==> config.mk <==
export PLATFORM = sky130hd
export DESIGN_NAME = txslice_gate
export DESIGN_NICKNAME = d
export VERILOG_FILES = /design/src/rtl/txslice_pkg.sv /design/src/rtl/ts_tick_gen.sv /design/src/rtl/ts_cfg_regs.sv /design/src/rtl/ts_slice_timer.sv /design/src/rtl/ts_grant_sel.sv /design/src/rtl/txslice_gate.sv
export SDC_FILE = /design/constraint.sdc
export NUM_CORES = 1
export LEC_CHECK = 0
export BUFFER_PORTS_ARGS = -buffer_cell sky130_fd_sc_hd__buf_2
export CORE_ASPECT_RATIO = 0.5
export CORE_MARGIN = 8
export CORE_UTILIZATION = 35
export DETAILED_ROUTE_END_ITERATION = 7
export GPL_TIMING_DRIVEN = 1
export SYNTH_ARGS = -nofsm -noshare
export SYNTH_HDL_FRONTEND = slang
export SYNTH_SLANG_ARGS = --single-unit
export TNS_END_PERCENT = 100
==> constraint.sdc <==
create_clock -name clk -period 2.42 [get_ports clk]
set_input_delay 0.121 -clock clk [delete_from_list [all_inputs] [get_ports clk]]
set_output_delay 0.121 -clock clk [all_outputs]
set_load 0.005 [all_outputs]
==> src/rtl/txslice_pkg.sv <==
package txslice_pkg;

  localparam int NUM_SLICES = 2;
  localparam int TIME_W     = 32;
  localparam int TAG_W      = 32;
  localparam int DATA_W     = 32;
  localparam int FIELD_W    = 2;
  localparam int SEL_W      = (NUM_SLICES > 1) ? $clog2(NUM_SLICES) : 1;
  localparam int WADDR_W    = SEL_W + FIELD_W;
  localparam int US_HZ      = 1_000_000;

  typedef enum logic [FIELD_W-1:0] {
    FLD_CYCLE = 2'd0,
    FLD_START = 2'd1,
    FLD_END   = 2'd2,
    FLD_TAG   = 2'd3
  } field_e;

  typedef struct packed {
    logic [TIME_W-1:0] cycle;
    logic [TIME_W-1:0] start;
    logic [TIME_W-1:0] last;
    logic [TAG_W-1:0]  tag;
  } slice_cfg_t;

endpackage

==> src/rtl/ts_tick_gen.sv <==
module ts_tick_gen
  import txslice_pkg::*;
#(
  parameter int CLK_FREQ_HZ = 200_000_000
) (
  input  logic clk,
  input  logic rst_n,
  output logic tick_o
);

  localparam int CLKS_PER_US = CLK_FREQ_HZ / US_HZ;

  generate
    if (CLKS_PER_US <= 1) begin : g_every_clk
      assign tick_o = 1'b1;
    end else begin : g_prescale
      localparam int PRE_W = $clog2(CLKS_PER_US);
      localparam logic [PRE_W-1:0] PRE_LAST = PRE_W'(CLKS_PER_US - 1);

      logic [PRE_W-1:0] pre_q;
      logic [PRE_W-1:0] pre_d;
      logic             pre_wrap;

      assign pre_wrap = (pre_q == PRE_LAST);

      always_comb begin
        if (pre_wrap) pre_d = '0;
        else          pre_d = pre_q + 1'b1;
      end

      always_ff @(posedge clk or negedge rst_n) begin
        if (!rst_n) pre_q <= '0;
        else        pre_q <= pre_d;
      end

      assign tick_o = pre_wrap;
    end
  endgenerate

endmodule

==> src/rtl/ts_cfg_regs.sv <==
module ts_cfg_regs
  import txslice_pkg::*;
(
  input  logic                            clk,
  input  logic                            rst_n,
  input  logic                            wr_en_i,
  input  logic [WADDR_W-1:0]              wr_addr_i,
  input  logic [DATA_W-1:0]               wr_data_i,
  output slice_cfg_t [NUM_SLICES-1:0]     cfg_o,
  output logic [NUM_SLICES-1:0]           cyc_wr_o
);

  field_e            fld;
  logic [SEL_W-1:0]  sel;

  assign fld = field_e'(wr_addr_i[FIELD_W-1:0]);
  assign sel = wr_addr_i[WADDR_W-1:FIELD_W];

  genvar s;
  generate
    for (s = 0; s < NUM_SLICES; s++) begin : g_slice
      slice_cfg_t cfg_q;
      slice_cfg_t cfg_d;
      logic       hit;
      logic       en_cycle;
      logic       en_start;
      logic       en_end;
      logic       en_tag;

      assign hit      = wr_en_i && (sel == SEL_W'(s));
      assign en_cycle = hit && (fld == FLD_CYCLE);
      assign en_start = hit && (fld == FLD_START);
      assign en_end   = hit && (fld == FLD_END);
      assign en_tag   = hit && (fld == FLD_TAG);

      always_comb begin
        cfg_d = cfg_q;
        if (en_cycle) cfg_d.cycle = TIME_W'(wr_data_i);
        if (en_start) cfg_d.start = TIME_W'(wr_data_i);
        if (en_end)   cfg_d.last  = TIME_W'(wr_data_i);
        if (en_tag)   cfg_d.tag   = TAG_W'(wr_data_i);
      end

      always_ff @(posedge clk or negedge rst_n) begin
        if (!rst_n) cfg_q <= '0;
        else if (hit) cfg_q <= cfg_d;
      end

      assign cfg_o[s]    = cfg_q;
      assign cyc_wr_o[s] = en_cycle;
    end
  endgenerate

endmodule

==> src/rtl/ts_slice_timer.sv <==
module ts_slice_timer
  import txslice_pkg::*;
(
  input  logic              clk,
  input  logic              rst_n,
  input  logic              tick_i,
  input  logic              clear_i,
  input  logic [TIME_W-1:0] cycle_i,
  input  logic [TIME_W-1:0] start_i,
  input  logic [TIME_W-1:0] last_i,
  output logic [TIME_W-1:0] cnt_o,
  output logic              open_o
);

  logic [TIME_W-1:0] cnt_q;
  logic [TIME_W-1:0] cnt_d;
  logic              cnt_en;
  logic              at_end;

  assign at_end = (cnt_q >= cycle_i);
  assign cnt_en = clear_i || tick_i;

  always_comb begin
    if (clear_i)     cnt_d = '0;
    else if (at_end) cnt_d = '0;
    else             cnt_d = cnt_q + 1'b1;
  end

  always_ff @(posedge clk or negedge rst_n) begin
    if (!rst_n)      cnt_q <= '0;
    else if (cnt_en) cnt_q <= cnt_d;
  end

  assign cnt_o  = cnt_q;
  assign open_o = (cnt_q >= start_i) && (cnt_q <= last_i);

endmodule

==> src/rtl/ts_grant_sel.sv <==
module ts_grant_sel
  import txslice_pkg::*;
(
  input  logic [TAG_W-1:0]            tag_i,
  input  slice_cfg_t [NUM_SLICES-1:0] cfg_i,
  input  logic [NUM_SLICES-1:0]       open_i,
  output logic                        grant_o
);

  logic [NUM_SLICES-1:0] match;

  genvar s;
  generate
    for (s = 0; s < NUM_SLICES; s++) begin : g_match
      assign match[s] = (tag_i == cfg_i[s].tag);
    end
  endgenerate

  always_comb begin
    grant_o = 1'b1;
    for (int i = NUM_SLICES - 1; i >= 0; i--) begin
      if (match[i]) grant_o = open_i[i];
    end
  end

endmodule

==> src/rtl/txslice_gate.sv <==
module txslice_gate
  import txslice_pkg::*;
#(
  parameter int CLK_FREQ_HZ = 200_000_000
) (
  input  logic               clk,
  input  logic               rst_n,
  input  logic               wr_en_i,
  input  logic [WADDR_W-1:0] wr_addr_i,
  input  logic [DATA_W-1:0]  wr_data_i,
  input  logic [TAG_W-1:0]   frame_tag_i,
  output logic               grant_o,
  output logic [NUM_SLICES-1:0] window_o
);

  logic                                tick;
  slice_cfg_t [NUM_SLICES-1:0]         cfg;
  logic [NUM_SLICES-1:0]               cyc_wr;
  logic [NUM_SLICES-1:0][TIME_W-1:0]   cnt;

  ts_tick_gen #(
    .CLK_FREQ_HZ (CLK_FREQ_HZ)
  ) u_tick (
    .clk    (clk),
    .rst_n  (rst_n),
    .tick_o (tick)
  );

  ts_cfg_regs u_regs (
    .clk       (clk),
    .rst_n     (rst_n),
    .wr_en_i   (wr_en_i),
    .wr_addr_i (wr_addr_i),
    .wr_data_i (wr_data_i),
    .cfg_o     (cfg),
    .cyc_wr_o  (cyc_wr)
  );

  genvar s;
  generate
    for (s = 0; s < NUM_SLICES; s++) begin : g_timer
      ts_slice_timer u_timer (
        .clk     (clk),
        .rst_n   (rst_n),
        .tick_i  (tick),
        .clear_i (cyc_wr[s]),
        .cycle_i (cfg[s].cycle),
        .start_i (cfg[s].start),
        .last_i  (cfg[s].last),
        .cnt_o   (cnt[s]),
        .open_o  (window_o[s])
      );
    end
  endgenerate

  ts_grant_sel u_grant (
    .tag_i   (frame_tag_i),
    .cfg_i   (cfg),
    .open_i  (window_o),
    .grant_o (grant_o)
  );

endmodule

==> summary by stage <==
Floorplan
The floorplan step defined a die boundary enclosing 61100 um2. The total core area is 52200 um2. The die outline height is 179 um. The die span in x is 342 um. The cell row count is 59. The number of primary I/O pins is 73. The initial utilization of the core area, before any placement, comes to 0.355.

Clock tree
TritonCTS built the clock tree. The H-tree generated during clock tree synthesis spans 2 levels. The number of clock sinks is 328. In this run the deepest clock path goes through 3 buffers. The CTS clock-pin slew for the worst setup and hold paths is 0.06 ns. The number of clock buffers added by TritonCTS is 36. The clock reaches the later pin of the worst-skew pair after 0.53 ns.

The buffer cell driving the clock tree root is clkbuf_16.

Synth
The area share of the largest cell type after synthesis is 0.442. During synthesis, Yosys emitted a total of 0 warnings. The average instance in the mapped netlist occupies 9.88 um2. The async set-reset flop share out of synthesis is 1.00. Counting every net in the synthesized netlist gives 2143.

For this run, the register share of the synthesized area comes to 0.442. For this run, the leading register cell type out of synthesis is dfrtp_1. The count of mapped cells out of synthesis is 1878. The number of enable flip-flop cells after synthesis is 0. The synthesized design contains 328 register bits. The synthesized netlist contains 66 unique library cells. The post-synthesis cell area is 18500 um2. By area the synthesized netlist is led by dfrtp_1, ha_1, mux2_2. The biggest area contributor in the post-synthesis netlist is dfrtp_1.

Min path
The startpoint identified for the worst hold timing path is wr_data_i[0]. For hold timing, the worst endpoint is u_regs.cfg_o[128]. In this run the worst hold path is classified as primary input to flop. The cell depth of the worst hold path is 2.

Power
Power spread over the standard cell area amounts to 674 nW/um2. The switching part of the total power is 0.273. The logic gate share of total power is 0.195. The design internal power is 11.8 mW. The peak supply drop is 0.000365 V. The static leakage power is 11.4 nW.

The fraction of power consumed by sequential logic is 0.420. The overall power of the completed layout is 16.2 mW. The clock network power share is 0.384. The switching power is 4.41 mW.

STA
The number of failing setup endpoints in the final timing report is 51. The worst setup slack after layout is -0.831 ns. Dividing the final minimum period by the clock period gives 1.34. The relative slew slack is 0.507. The actual slew at the worst max-slew pin is 0.738 ns. Setup repair after global routing could not meet its margin everywhere. For this run, the top clock speed supported by timing is 308 MHz. The number of hold-slack violations in the final timing report is 0. For the final database, setup skew stands at 0.00819 ns. Subtracting the final worst setup slack from the clock period gives 3.25 ns.

The count of final max-slew check failures was 0. Hold timing on the final database bottoms out at a slack of 0.0365 ns.

Critical path
The setup check on the worst reg-to-reg path leaves a slack of -0.39 ns. The critical path class is flop to output port. The data required time of the worst path is 2.30 ns.

The worst register-to-register path ends at g_timer[0].u_timer.cnt_o[10]. The worst register-to-register path begins at g_timer[0].u_timer.cnt_o[0]. Of all nets on the critical path, the largest fanout is 2.

The launching element type of the critical path is a flop. STA classifies the critical path endpoint as an output port. The arrival time of the worst setup path is 3.13 ns.

For the worst flop-to-flop path, the logic depth is 14.

Cells and area
In the final layout, the share of cells above drive strength 1 is 0.288. The area added between synthesis and finish is 29.4%. The final-stage net count is 2421. Once layout is complete, the utilization of the core stands at 0.460.

Route
Once detail routing completed, the nets flagged for antenna violations numbered 0. After detailed routing, the number of remaining DRC violations is 0. The aggregate routed wire length is 52400 um. The post-detailed-route via-to-cell ratio is 5.12. The overall via count from detail_route is 14800. The number of DRC violations after detailed-routing iteration 0 is 913. The first detailed-routing pass took 5 iterations. The routed length per instance is 18.2 um.

Outcome
The checks that failed: setup timing. The flow ran to the end, but the final reports show violations.

Global route
The all-layer global routing usage is 0.169. The via count of the first global-routing pass is 15000. The initial antenna violation count is 0. The overall overflow remaining after global route is 0.

The first-pass GRT wire length is 82600 um. Entering global routing, the biggest net connects 67 pins.

Place
The global placement routability congestion is 0.836. The HPWL after detailed placement is 36800 um. The count of buffers added on input and output ports is 72.

Run
The max-cap violation count is 0.
## how the worst max path moves through the flow
stage	start	end	slack, ns	cells after the start
finish	g_timer[0].u_timer.cnt_o[9]	grant_o	-0.83	10
global placement	u_regs.cfg_o[165]	grant_o	-0.36	12
floorplan	g_timer[0].u_timer.cnt_o[9]	grant_o	-0.02	9
detailed placement	u_regs.cfg_o[165]	grant_o	-0.34	12
global route	g_timer[0].u_timer.cnt_o[9]	grant_o	-0.93	10
CTS	g_timer[0].u_timer.cnt_o[9]	grant_o	-0.86	10
## registers in the layout, indices dropped and copies added (netlist names)
| register | flops |
|---|---|
| u_tick.g_prescale.pre_q | 8 |
| g_timer.u_timer.cnt_o | 64 |
| u_regs.cfg_o | 256 |
## synthesized netlist by cell type, drive strengths merged, types with 8 or more instances
cell type	n
a211oi	9
a21o	36
a21oi	85
a31oi	28
and3	20
and4	8
buf	13
clkbuf	53
dfrtp	328
ha	195
inv	205
mux2	132
nand2	222
nand2b	16
nand3	42
nand4	47
nor2	47
nor3	17
nor4	10
o21ai	199
o31ai	17
xnor2	68
## layer usage
metal  GRT usage  wire [um]  share of wire
met1       0.222      24000           0.46
met2       0.289      25000           0.48
met3      0.0190       1700          0.032
met4      0.0599       1770          0.034
met5           0          0              0
## power groups by stage
stage               clock [mW]  sequential [mW]  combinational (mW)
CTS                       6.34             6.80                3.11
global route              6.56             6.90                3.55
finish                    6.21             6.80                3.16
detailed placement           0             6.89                2.97
global placement             0             6.86                2.89
floorplan                    0             6.80                1.90
## metrics by stage
stage	setup TNS [ns]	std cells	area, um2	worst slack (ns)
after global placement	-6.64	2754	20900	-0.355
after CTS	-13.04	2874	23500	-0.862
after detailed placement	-7.96	2754	20900	-0.344
after global routing	-15.25	2882	24000	-0.935
final	-10.98	2884	24000	-0.831
after floorplan	-0.0216	1878	18600	-0.0216
## cells by family (layout without fill, tap and decap cells)
group / count (synthesis) / in the layout / share of synthesized area
AO/OA/AOI/OAI: 425 / 425 / 0.138
XOR/XNOR: 69 / 69 / 0.0326
adder cells (fa/ha/maj): 195 / 195 / 0.132
buffers and inverters: 271 / 574 / 0.0572
flip-flops: 328 / 328 / 0.442
multiplexers: 132 / 132 / 0.0801
other: 0 / 2 / 0
AND/OR/NAND/NOR: 458 / 458 / 0.118
## cells in the final DEF, fill, tap and decap left out, types with 10 or more instances in the layout
| cell | n |
|---|---|
| o21ai_2 | 27 |
| a31oi_1 | 24 |
| nand4_1 | 47 |
| xnor2_1 | 68 |
| a21o_1 | 36 |
| mux2_2 | 132 |
| o21ai_1 | 24 |
| buf_12 | 12 |
| inv_1 | 202 |
| and3_1 | 18 |
| ha_1 | 185 |
| dfrtp_1 | 322 |
| buf_4 | 154 |
| nand3_1 | 37 |
| ha_4 | 10 |
| buf_6 | 29 |
| nor3_1 | 13 |
| nand2_1 | 218 |
| clkbuf_16 | 37 |
| buf_2 | 69 |
| a21oi_1 | 59 |
| nand2b_1 | 10 |
| dlygate4sd3_1 | 32 |
| nor2_1 | 42 |
| o21ai_0 | 147 |
| a21oi_2 | 21 |
## area by class of cell
cell class,count,area [um2]
fill,4748,28200
antenna,2,5.00
multi-input combinational,1279,10200
clock buffer,48,1050
sequential,328,8220
tap,701,877
timing repair buffer,306,2580
clock inverter,15,280
inverter,205,769
## worst max-delay path, cell delays in order, from the launching register on
cell	delay [ns]
dfrtp_1	0.39
ha_1	0.31
a21o_1	0.16
a211o_1	0.28
a2111oi_2	0.22
o31a_1	0.20
nor3_1	0.08
o211a_1	0.23
o32a_1	0.38
o22a_1	0.22
buf_6	0.12
## repair_timing
item / 4_1_cts / 5_1_grt
gates resized for setup: 165 / 117
hold buffers: 32 / 0
setup endpoints to repair: 64 / 65
buffers inserted: 21 / 14
hold endpoints to repair: 184 / 0
gates cloned: 6 / 0
pin swaps: 37 / 56
Power figures use the tool's default switching activity.
